==> src/rtl/dma4_pkg.sv <==
package dma4_pkg;

  typedef struct packed {
    logic [1:0] dst_step;
    logic [1:0] src_step;
    logic       indirect;
    logic       burst;
    logic       en;
  } ch_mode_t;

  localparam int MODE_BITS = $bits(ch_mode_t);

  typedef enum logic [1:0] {
    SEL_SRC  = 2'd0,
    SEL_DST  = 2'd1,
    SEL_CNT  = 2'd2,
    SEL_MODE = 2'd3
  } cfg_sel_e;

  typedef enum logic [2:0] {
    ST_IDLE,
    ST_GRANT,
    ST_PTR,
    ST_READ,
    ST_WRITE
  } seq_state_e;

endpackage

==> src/rtl/dma4_chregs.sv <==
module dma4_chregs
  import dma4_pkg::*;
#(
  parameter int NCH = 4,
  parameter int W   = 32,
  parameter int CW  = 16,
  localparam int CHW = (NCH > 1) ? $clog2(NCH) : 1
) (
  input  logic                  clk,
  input  logic                  rst,
  input  logic                  cfg_we,
  input  logic [CHW-1:0]        cfg_ch,
  input  logic [1:0]            cfg_sel,
  input  logic [W-1:0]          cfg_wdata,
  input  logic                  upd,
  input  logic [CHW-1:0]        upd_ch,
  output logic [NCH-1:0][W-1:0] src_o,
  output logic [NCH-1:0][W-1:0] dst_o,
  output logic [NCH-1:0]        last_o,
  output logic [NCH-1:0]        burst_o,
  output logic [NCH-1:0]        ind_o,
  output logic [NCH-1:0]        elig_o,
  output logic [NCH-1:0]        done_o
);

  localparam logic [W-1:0]  ONE_W = W'(1);
  localparam logic [CW-1:0] ONE_C = CW'(1);

  function automatic logic [W-1:0] stepped(input logic [W-1:0] a, input logic [1:0] s);
    case (s)
      2'b01:   return a + ONE_W;
      2'b10:   return a - ONE_W;
      default: return a;
    endcase
  endfunction

  cfg_sel_e sel;
  assign sel = cfg_sel_e'(cfg_sel);

  for (genvar g = 0; g < NCH; g++) begin : g_ch
    logic [W-1:0]  src_r;
    logic [W-1:0]  dst_r;
    logic [CW-1:0] cnt_r;
    ch_mode_t      mode_r;
    logic          done_r;
    logic          wr_hit;
    logic          upd_hit;

    assign wr_hit  = cfg_we && (cfg_ch == CHW'(g));
    assign upd_hit = upd && (upd_ch == CHW'(g));

    always_ff @(posedge clk) begin
      if (rst) begin
        src_r  <= '0;
        dst_r  <= '0;
        cnt_r  <= '0;
        mode_r <= '0;
        done_r <= 1'b0;
      end else begin
        done_r <= 1'b0;
        if (wr_hit) begin
          case (sel)
            SEL_SRC:  src_r  <= cfg_wdata;
            SEL_DST:  dst_r  <= cfg_wdata;
            SEL_CNT:  cnt_r  <= cfg_wdata[CW-1:0];
            default:  mode_r <= ch_mode_t'(cfg_wdata[MODE_BITS-1:0]);
          endcase
        end else if (upd_hit) begin
          src_r <= stepped(src_r, mode_r.src_step);
          dst_r <= stepped(dst_r, mode_r.dst_step);
          cnt_r <= cnt_r - ONE_C;
          if (cnt_r == ONE_C) begin
            mode_r.en <= 1'b0;
            done_r    <= 1'b1;
          end
        end
      end
    end

    assign src_o[g]   = src_r;
    assign dst_o[g]   = dst_r;
    assign last_o[g]  = (cnt_r == ONE_C);
    assign burst_o[g] = mode_r.burst;
    assign ind_o[g]   = mode_r.indirect;
    assign elig_o[g]  = mode_r.en && (cnt_r != '0);
    assign done_o[g]  = done_r;
  end

endmodule

==> src/rtl/dma4_arb.sv <==
module dma4_arb #(
  parameter int NCH = 4,
  localparam int CHW = (NCH > 1) ? $clog2(NCH) : 1
) (
  input  logic [NCH-1:0] req,
  output logic           any,
  output logic [CHW-1:0] idx
);

  always_comb begin
    any = 1'b0;
    idx = '0;
    for (int i = NCH - 1; i >= 0; i--) begin
      if (req[i]) begin
        any = 1'b1;
        idx = CHW'(i);
      end
    end
  end

endmodule

==> src/rtl/dma4_seq.sv <==
module dma4_seq
  import dma4_pkg::*;
#(
  parameter int NCH = 4,
  parameter int W   = 32,
  localparam int CHW = (NCH > 1) ? $clog2(NCH) : 1
) (
  input  logic                  clk,
  input  logic                  rst,
  input  logic                  arb_any,
  input  logic [CHW-1:0]        arb_idx,
  input  logic [NCH-1:0][W-1:0] src_i,
  input  logic [NCH-1:0][W-1:0] dst_i,
  input  logic [NCH-1:0]        last_i,
  input  logic [NCH-1:0]        burst_i,
  input  logic [NCH-1:0]        ind_i,
  input  logic                  bus_gnt,
  input  logic                  mem_ack,
  input  logic [W-1:0]          mem_rdata,
  output logic                  bus_req,
  output logic                  mem_req,
  output logic                  mem_we,
  output logic [W-1:0]          mem_addr,
  output logic [W-1:0]          mem_wdata,
  output logic                  upd,
  output logic [CHW-1:0]        cur_ch,
  output logic                  cur_burst
);

  seq_state_e   state;
  logic [W-1:0] ptr_q;
  logic [W-1:0] data_q;
  logic         cur_ind;
  logic         cur_last;

  assign cur_ind   = ind_i[cur_ch];
  assign cur_burst = burst_i[cur_ch];
  assign cur_last  = last_i[cur_ch];
  assign upd       = (state == ST_WRITE) && mem_ack;

  always_ff @(posedge clk) begin
    if (rst) begin
      state   <= ST_IDLE;
      bus_req <= 1'b0;
      cur_ch  <= '0;
      ptr_q   <= '0;
      data_q  <= '0;
    end else begin
      case (state)
        ST_IDLE: begin
          if (arb_any) begin
            cur_ch  <= arb_idx;
            bus_req <= 1'b1;
            state   <= ST_GRANT;
          end
        end
        ST_GRANT: begin
          if (bus_gnt) state <= cur_ind ? ST_PTR : ST_READ;
        end
        ST_PTR: begin
          if (mem_ack) begin
            ptr_q <= mem_rdata;
            state <= ST_READ;
          end
        end
        ST_READ: begin
          if (mem_ack) begin
            data_q <= mem_rdata;
            state  <= ST_WRITE;
          end
        end
        ST_WRITE: begin
          if (mem_ack) begin
            if (cur_last || !cur_burst) begin
              bus_req <= 1'b0;
              state   <= ST_IDLE;
            end else begin
              state <= cur_ind ? ST_PTR : ST_READ;
            end
          end
        end
        default: state <= ST_IDLE;
      endcase
    end
  end

  always_comb begin
    mem_req   = (state == ST_PTR) || (state == ST_READ) || (state == ST_WRITE);
    mem_we    = (state == ST_WRITE);
    mem_wdata = data_q;
    case (state)
      ST_WRITE: mem_addr = dst_i[cur_ch];
      ST_READ:  mem_addr = cur_ind ? ptr_q : src_i[cur_ch];
      default:  mem_addr = src_i[cur_ch];
    endcase
  end

endmodule

==> src/rtl/dma4_engine.sv <==
module dma4_engine #(
  parameter int NCH = 4,
  parameter int W   = 32,
  parameter int CW  = 16,
  localparam int CHW = (NCH > 1) ? $clog2(NCH) : 1
) (
  input  logic           clk,
  input  logic           rst,
  input  logic           cfg_we,
  input  logic [CHW-1:0] cfg_ch,
  input  logic [1:0]     cfg_sel,
  input  logic [W-1:0]   cfg_wdata,
  input  logic [NCH-1:0] dreq,
  output logic           bus_req,
  input  logic           bus_gnt,
  output logic           mem_req,
  output logic           mem_we,
  output logic [W-1:0]   mem_addr,
  output logic [W-1:0]   mem_wdata,
  input  logic [W-1:0]   mem_rdata,
  input  logic           mem_ack,
  output logic [NCH-1:0] done
);

  logic [NCH-1:0][W-1:0] src_v;
  logic [NCH-1:0][W-1:0] dst_v;
  logic [NCH-1:0]        last_v;
  logic [NCH-1:0]        burst_v;
  logic [NCH-1:0]        ind_v;
  logic [NCH-1:0]        elig_v;
  logic [NCH-1:0]        arb_req;
  logic                  arb_any;
  logic [CHW-1:0]        arb_idx;
  logic                  upd;
  logic [CHW-1:0]        cur_ch;
  logic                  cur_burst;

  assign arb_req = elig_v & dreq;

  dma4_chregs #(.NCH(NCH), .W(W), .CW(CW)) u_regs (
    .clk(clk), .rst(rst),
    .cfg_we(cfg_we), .cfg_ch(cfg_ch), .cfg_sel(cfg_sel), .cfg_wdata(cfg_wdata),
    .upd(upd), .upd_ch(cur_ch),
    .src_o(src_v), .dst_o(dst_v), .last_o(last_v), .burst_o(burst_v),
    .ind_o(ind_v), .elig_o(elig_v), .done_o(done)
  );

  dma4_arb #(.NCH(NCH)) u_arb (
    .req(arb_req), .any(arb_any), .idx(arb_idx)
  );

  dma4_seq #(.NCH(NCH), .W(W)) u_seq (
    .clk(clk), .rst(rst),
    .arb_any(arb_any), .arb_idx(arb_idx),
    .src_i(src_v), .dst_i(dst_v), .last_i(last_v), .burst_i(burst_v), .ind_i(ind_v),
    .bus_gnt(bus_gnt), .mem_ack(mem_ack), .mem_rdata(mem_rdata),
    .bus_req(bus_req), .mem_req(mem_req), .mem_we(mem_we),
    .mem_addr(mem_addr), .mem_wdata(mem_wdata),
    .upd(upd), .cur_ch(cur_ch), .cur_burst(cur_burst)
  );

endmodule

==> config.mk <==
export PLATFORM = sky130hd
export DESIGN_NAME = dma4_engine
export DESIGN_NICKNAME = d
export VERILOG_FILES = /design/src/rtl/dma4_pkg.sv /design/src/rtl/dma4_chregs.sv /design/src/rtl/dma4_arb.sv /design/src/rtl/dma4_seq.sv /design/src/rtl/dma4_engine.sv
export SDC_FILE = /design/constraint.sdc
export NUM_CORES = 2
export LEC_CHECK = 0
export ABC_AREA = 1
export CORE_MARGIN = 3
export CORE_UTILIZATION = 55
export DETAILED_ROUTE_END_ITERATION = 12
export PLACE_DENSITY = 0.73
export SYNTH_ARGS = -nofsm -noshare
export SYNTH_HDL_FRONTEND = slang
export SYNTH_HIERARCHICAL = 1
export SYNTH_SLANG_ARGS = --single-unit
==> constraint.sdc <==
create_clock -name clk -period 7 [get_ports clk]
set_input_delay 1.05 -clock clk [delete_from_list [all_inputs] [get_ports clk]]
set_output_delay 1.05 -clock clk [all_outputs]
set_load 0.01 [all_outputs]
==> out/summary.txt <==
Design Power -> 6.43 mW
register area share after synthesis -> 21.8%
Clock Tree Root -> clkbuf_16
syn_area_per_cell -> 5.64 um^2
Non-Filler Instances -> 7,758
met2 WL -> 64,400 um
most common cell after layout, fill and taps aside -> nand2_1
Num CTS Buffers -> 52
Max Used Layer -> met5
fmax -> 187 MHz
Post-Route WL -> 165,000 um
max_cap viols -> 0
R2R Path End -> u_regs/g_ch[3].src_r[24]
I/O pin cnt -> 148
CP Launch Type -> flip-flop
CTS resizes -> 0
clock-pin slew on the worst setup and hold paths -> 60 ps
Worst R2R Start -> u_seq/cur_ch[0]
Req. time, crit path -> 5950 ps
setup TNS -> 0 ps
Fin Clk Skew -> 18.9 ps
I/O Buffers -> 147
placed cell count -> 7,659
cell area power density -> 154 nW/um^2
number of global-route vias before repair -> 40.3k
# nets final -> 6,875
row cnt -> 96
syn nets -> 6,951
flop-to-flop setup slack -> 2770 ps
Final WS setup -> 1640 ps
CTS tree -> yes
worst slew pin tran -> 1200 ps
worst skew pair latency -> 630 ps
fin crit period -> 5360 ps
clock sink count -> 422
Vias -> 46.8k
DRC Markers -> 0
DP HPWL -> 124,000 um
first-pass GRT wire length -> 243,000 um
Synth Register Bits -> 422
DR iter-0 viols -> 7,226
Hold Vio Cnt, Final -> 0
synth unique cells -> 57
ranking of synthesized cells by area -> dfxtp_1, nand2_1, nand3_1
drt pass-1 iters -> 9
r2r worst-path depth -> 8
overflow left after global routing -> 0
crit end category -> primary output
final core occ -> 60.4%
Worst VDD drop -> 0.206 mV
Area Growth Syn to Fin -> 7.89%
CP max FO -> 86
Cell Area, Synth -> 38,700 um^2
Die Wd -> 271 um
post-CTS setup buffers -> 0
RSZ-0062 raised after global routing -> false
Fill cells -> 7,227
Setup CP Type -> flip-flop to primary output
status -> finished, final reports clean
Setup crit end -> mem_addr[31]
top-area cell type share of the netlist area -> 21.8%
Placement Setup Slack -> 2190 ps
Hold WC Path Type -> flip-flop to flip-flop
final setup violation count -> 0
leading area contributor after synthesis -> dfxtp_1
Worst slew margin -> 19.5%
most frequent cells in the layout -> nand2_1, inv_1, nor2_1, nand3_1, o21ai_0
initial antenna violation count -> 7
total global-route track usage -> 42.4%
Placer Congestion -> 1.08
cts hold-fix bufs -> 0
final antenna-violating net count -> 0
Starting Density -> 56.0%
Met3 Routed Length -> 23,500 um
die area -> 73,600 um^2
Synth Instances -> 6,858
M1 WL -> 67,900 um
final period utilization -> 76.5%
Synth Warn # -> 6
Leak -> 19.1 nW
CP startpoint -> u_seq/cur_ch[0]
post-DR vias/cell -> 6.03
DIE HEIGHT -> 271 um
drt wl/cell -> 21.2 um
placeable core area -> 69,200 um^2
largest net degree at the start of global routing -> 206
layout cells sized above 1 -> 5.26%
worst-case clock buffer depth -> 3
Slew Viols, Final -> 0
H-tree Lvls -> 2
critical path arrival -> 4310 ps
-- cell families (layout without fill, tap and decap cells) --
family	after synthesis	count (layout)	synth area share, %
xor+xnor	105	105	2.90
flops	422	422	21.8
compound gates	1300	1300	20.1
fa+ha+maj	16	16	0.517
other cells	0	6	0
simple gates	3796	3796	41.6
buf+inv	1219	1182	13.1
-- flip-flops by register name, indices dropped and copies added (netlist names), 20 cells and up --
signal and cells:
u_regs/g_ch.cnt_r 64, u_regs/g_ch.dst_r 128, u_regs/g_ch.mode_r 20, u_regs/g_ch.src_r 128, u_seq/mem_wdata 32, u_seq/ptr_q 32
-- synthesized netlist by cell type, drive strengths merged --
master   count
o21ai      523
o41ai       13
dfxtp      422
ha          16
a21boi       2
nand4       57
inv        904
o211ai      32
a21o         3
nor2       806
o31a         1
a31oi      163
a41oi      160
o31ai        1
nor4         8
clkbuf     133
or2          8
and2b        1
xor2        97
buf        172
nand3      662
o2111ai      1
xnor2        8
nand2     2150
o21bai      11
nor3        64
a41o        23
clkinv      10
nand3b      28
and2        12
a21oi      364
o21a         3
-- where the power goes --
| group | internal (mW) | switching, mW | leakage, nW | total (mW) |
|---|---|---|---|---|
| Sequential | 2.46 | 0.0800 | 3.41 | 2.54 |
| Combinational | 0.276 | 0.678 | 14.8 | 0.954 |
| Clock | 1.76 | 1.18 | 0.893 | 2.94 |
| Total | 4.50 | 1.94 | 19.1 | 6.43 |
-- critical path: stages (launching register included) --
cell and delay, ps:
dfxtp_4 530, inv_4 680, nand2_1 240, nand3_1 250
nand2_4 190, a21oi_4 910, o211ai_1 260, clkdlybuf4s50_1 570
-- how the worst min path moves through the flow --
stage	startpoint	to	slack, ps	depth (start not counted)
6_report	u_seq/mem_wdata[8]	u_seq/mem_wdata[8]	460	2
5_1_grt	u_seq/mem_wdata[13]	u_seq/mem_wdata[13]	470	2
4_1_cts	u_seq/mem_wdata[13]	u_seq/mem_wdata[13]	460	2
3_5_place_dp	u_seq/mem_wdata[13]	u_seq/mem_wdata[13]	450	2
3_3_place_gp	u_seq/mem_wdata[2]	u_seq/mem_wdata[2]	450	2
2_1_floorplan	u_regs/g_ch[0].mode_r[0]	u_regs/g_ch[0].mode_r[0]	440	2
-- final cells by class --
class	count	area [um^2]	area share, %
Timing Repair Buffer	175	1690	4.04
Clock buffer	68	1460	3.50
Inverter	914	3450	8.25
Multi-Input combinational cell	5217	25200	60.3
Tap cell	931	1160	2.79
Sequential cell	422	8450	20.2
Clock inverter	25	353	0.845
Antenna cell	6	15.0	0.0359
-- routing by layer --
metal,vias to the layer above,GRT usage [%]
li1,22200,-
met1,21400,59.0
met2,2810,58.9
met3,380,14.0
met4,24,19.3
met5,-,0
-- through the flow --
step,hold slack (ps),area [um^2]
final,463,41800
after global routing,473,41800
after CTS,460,41800
after detailed placement,451,39900
after global placement,448,39900
after floorplan,440,38700
No activity file was read; power rests on OpenSTA's default activity.
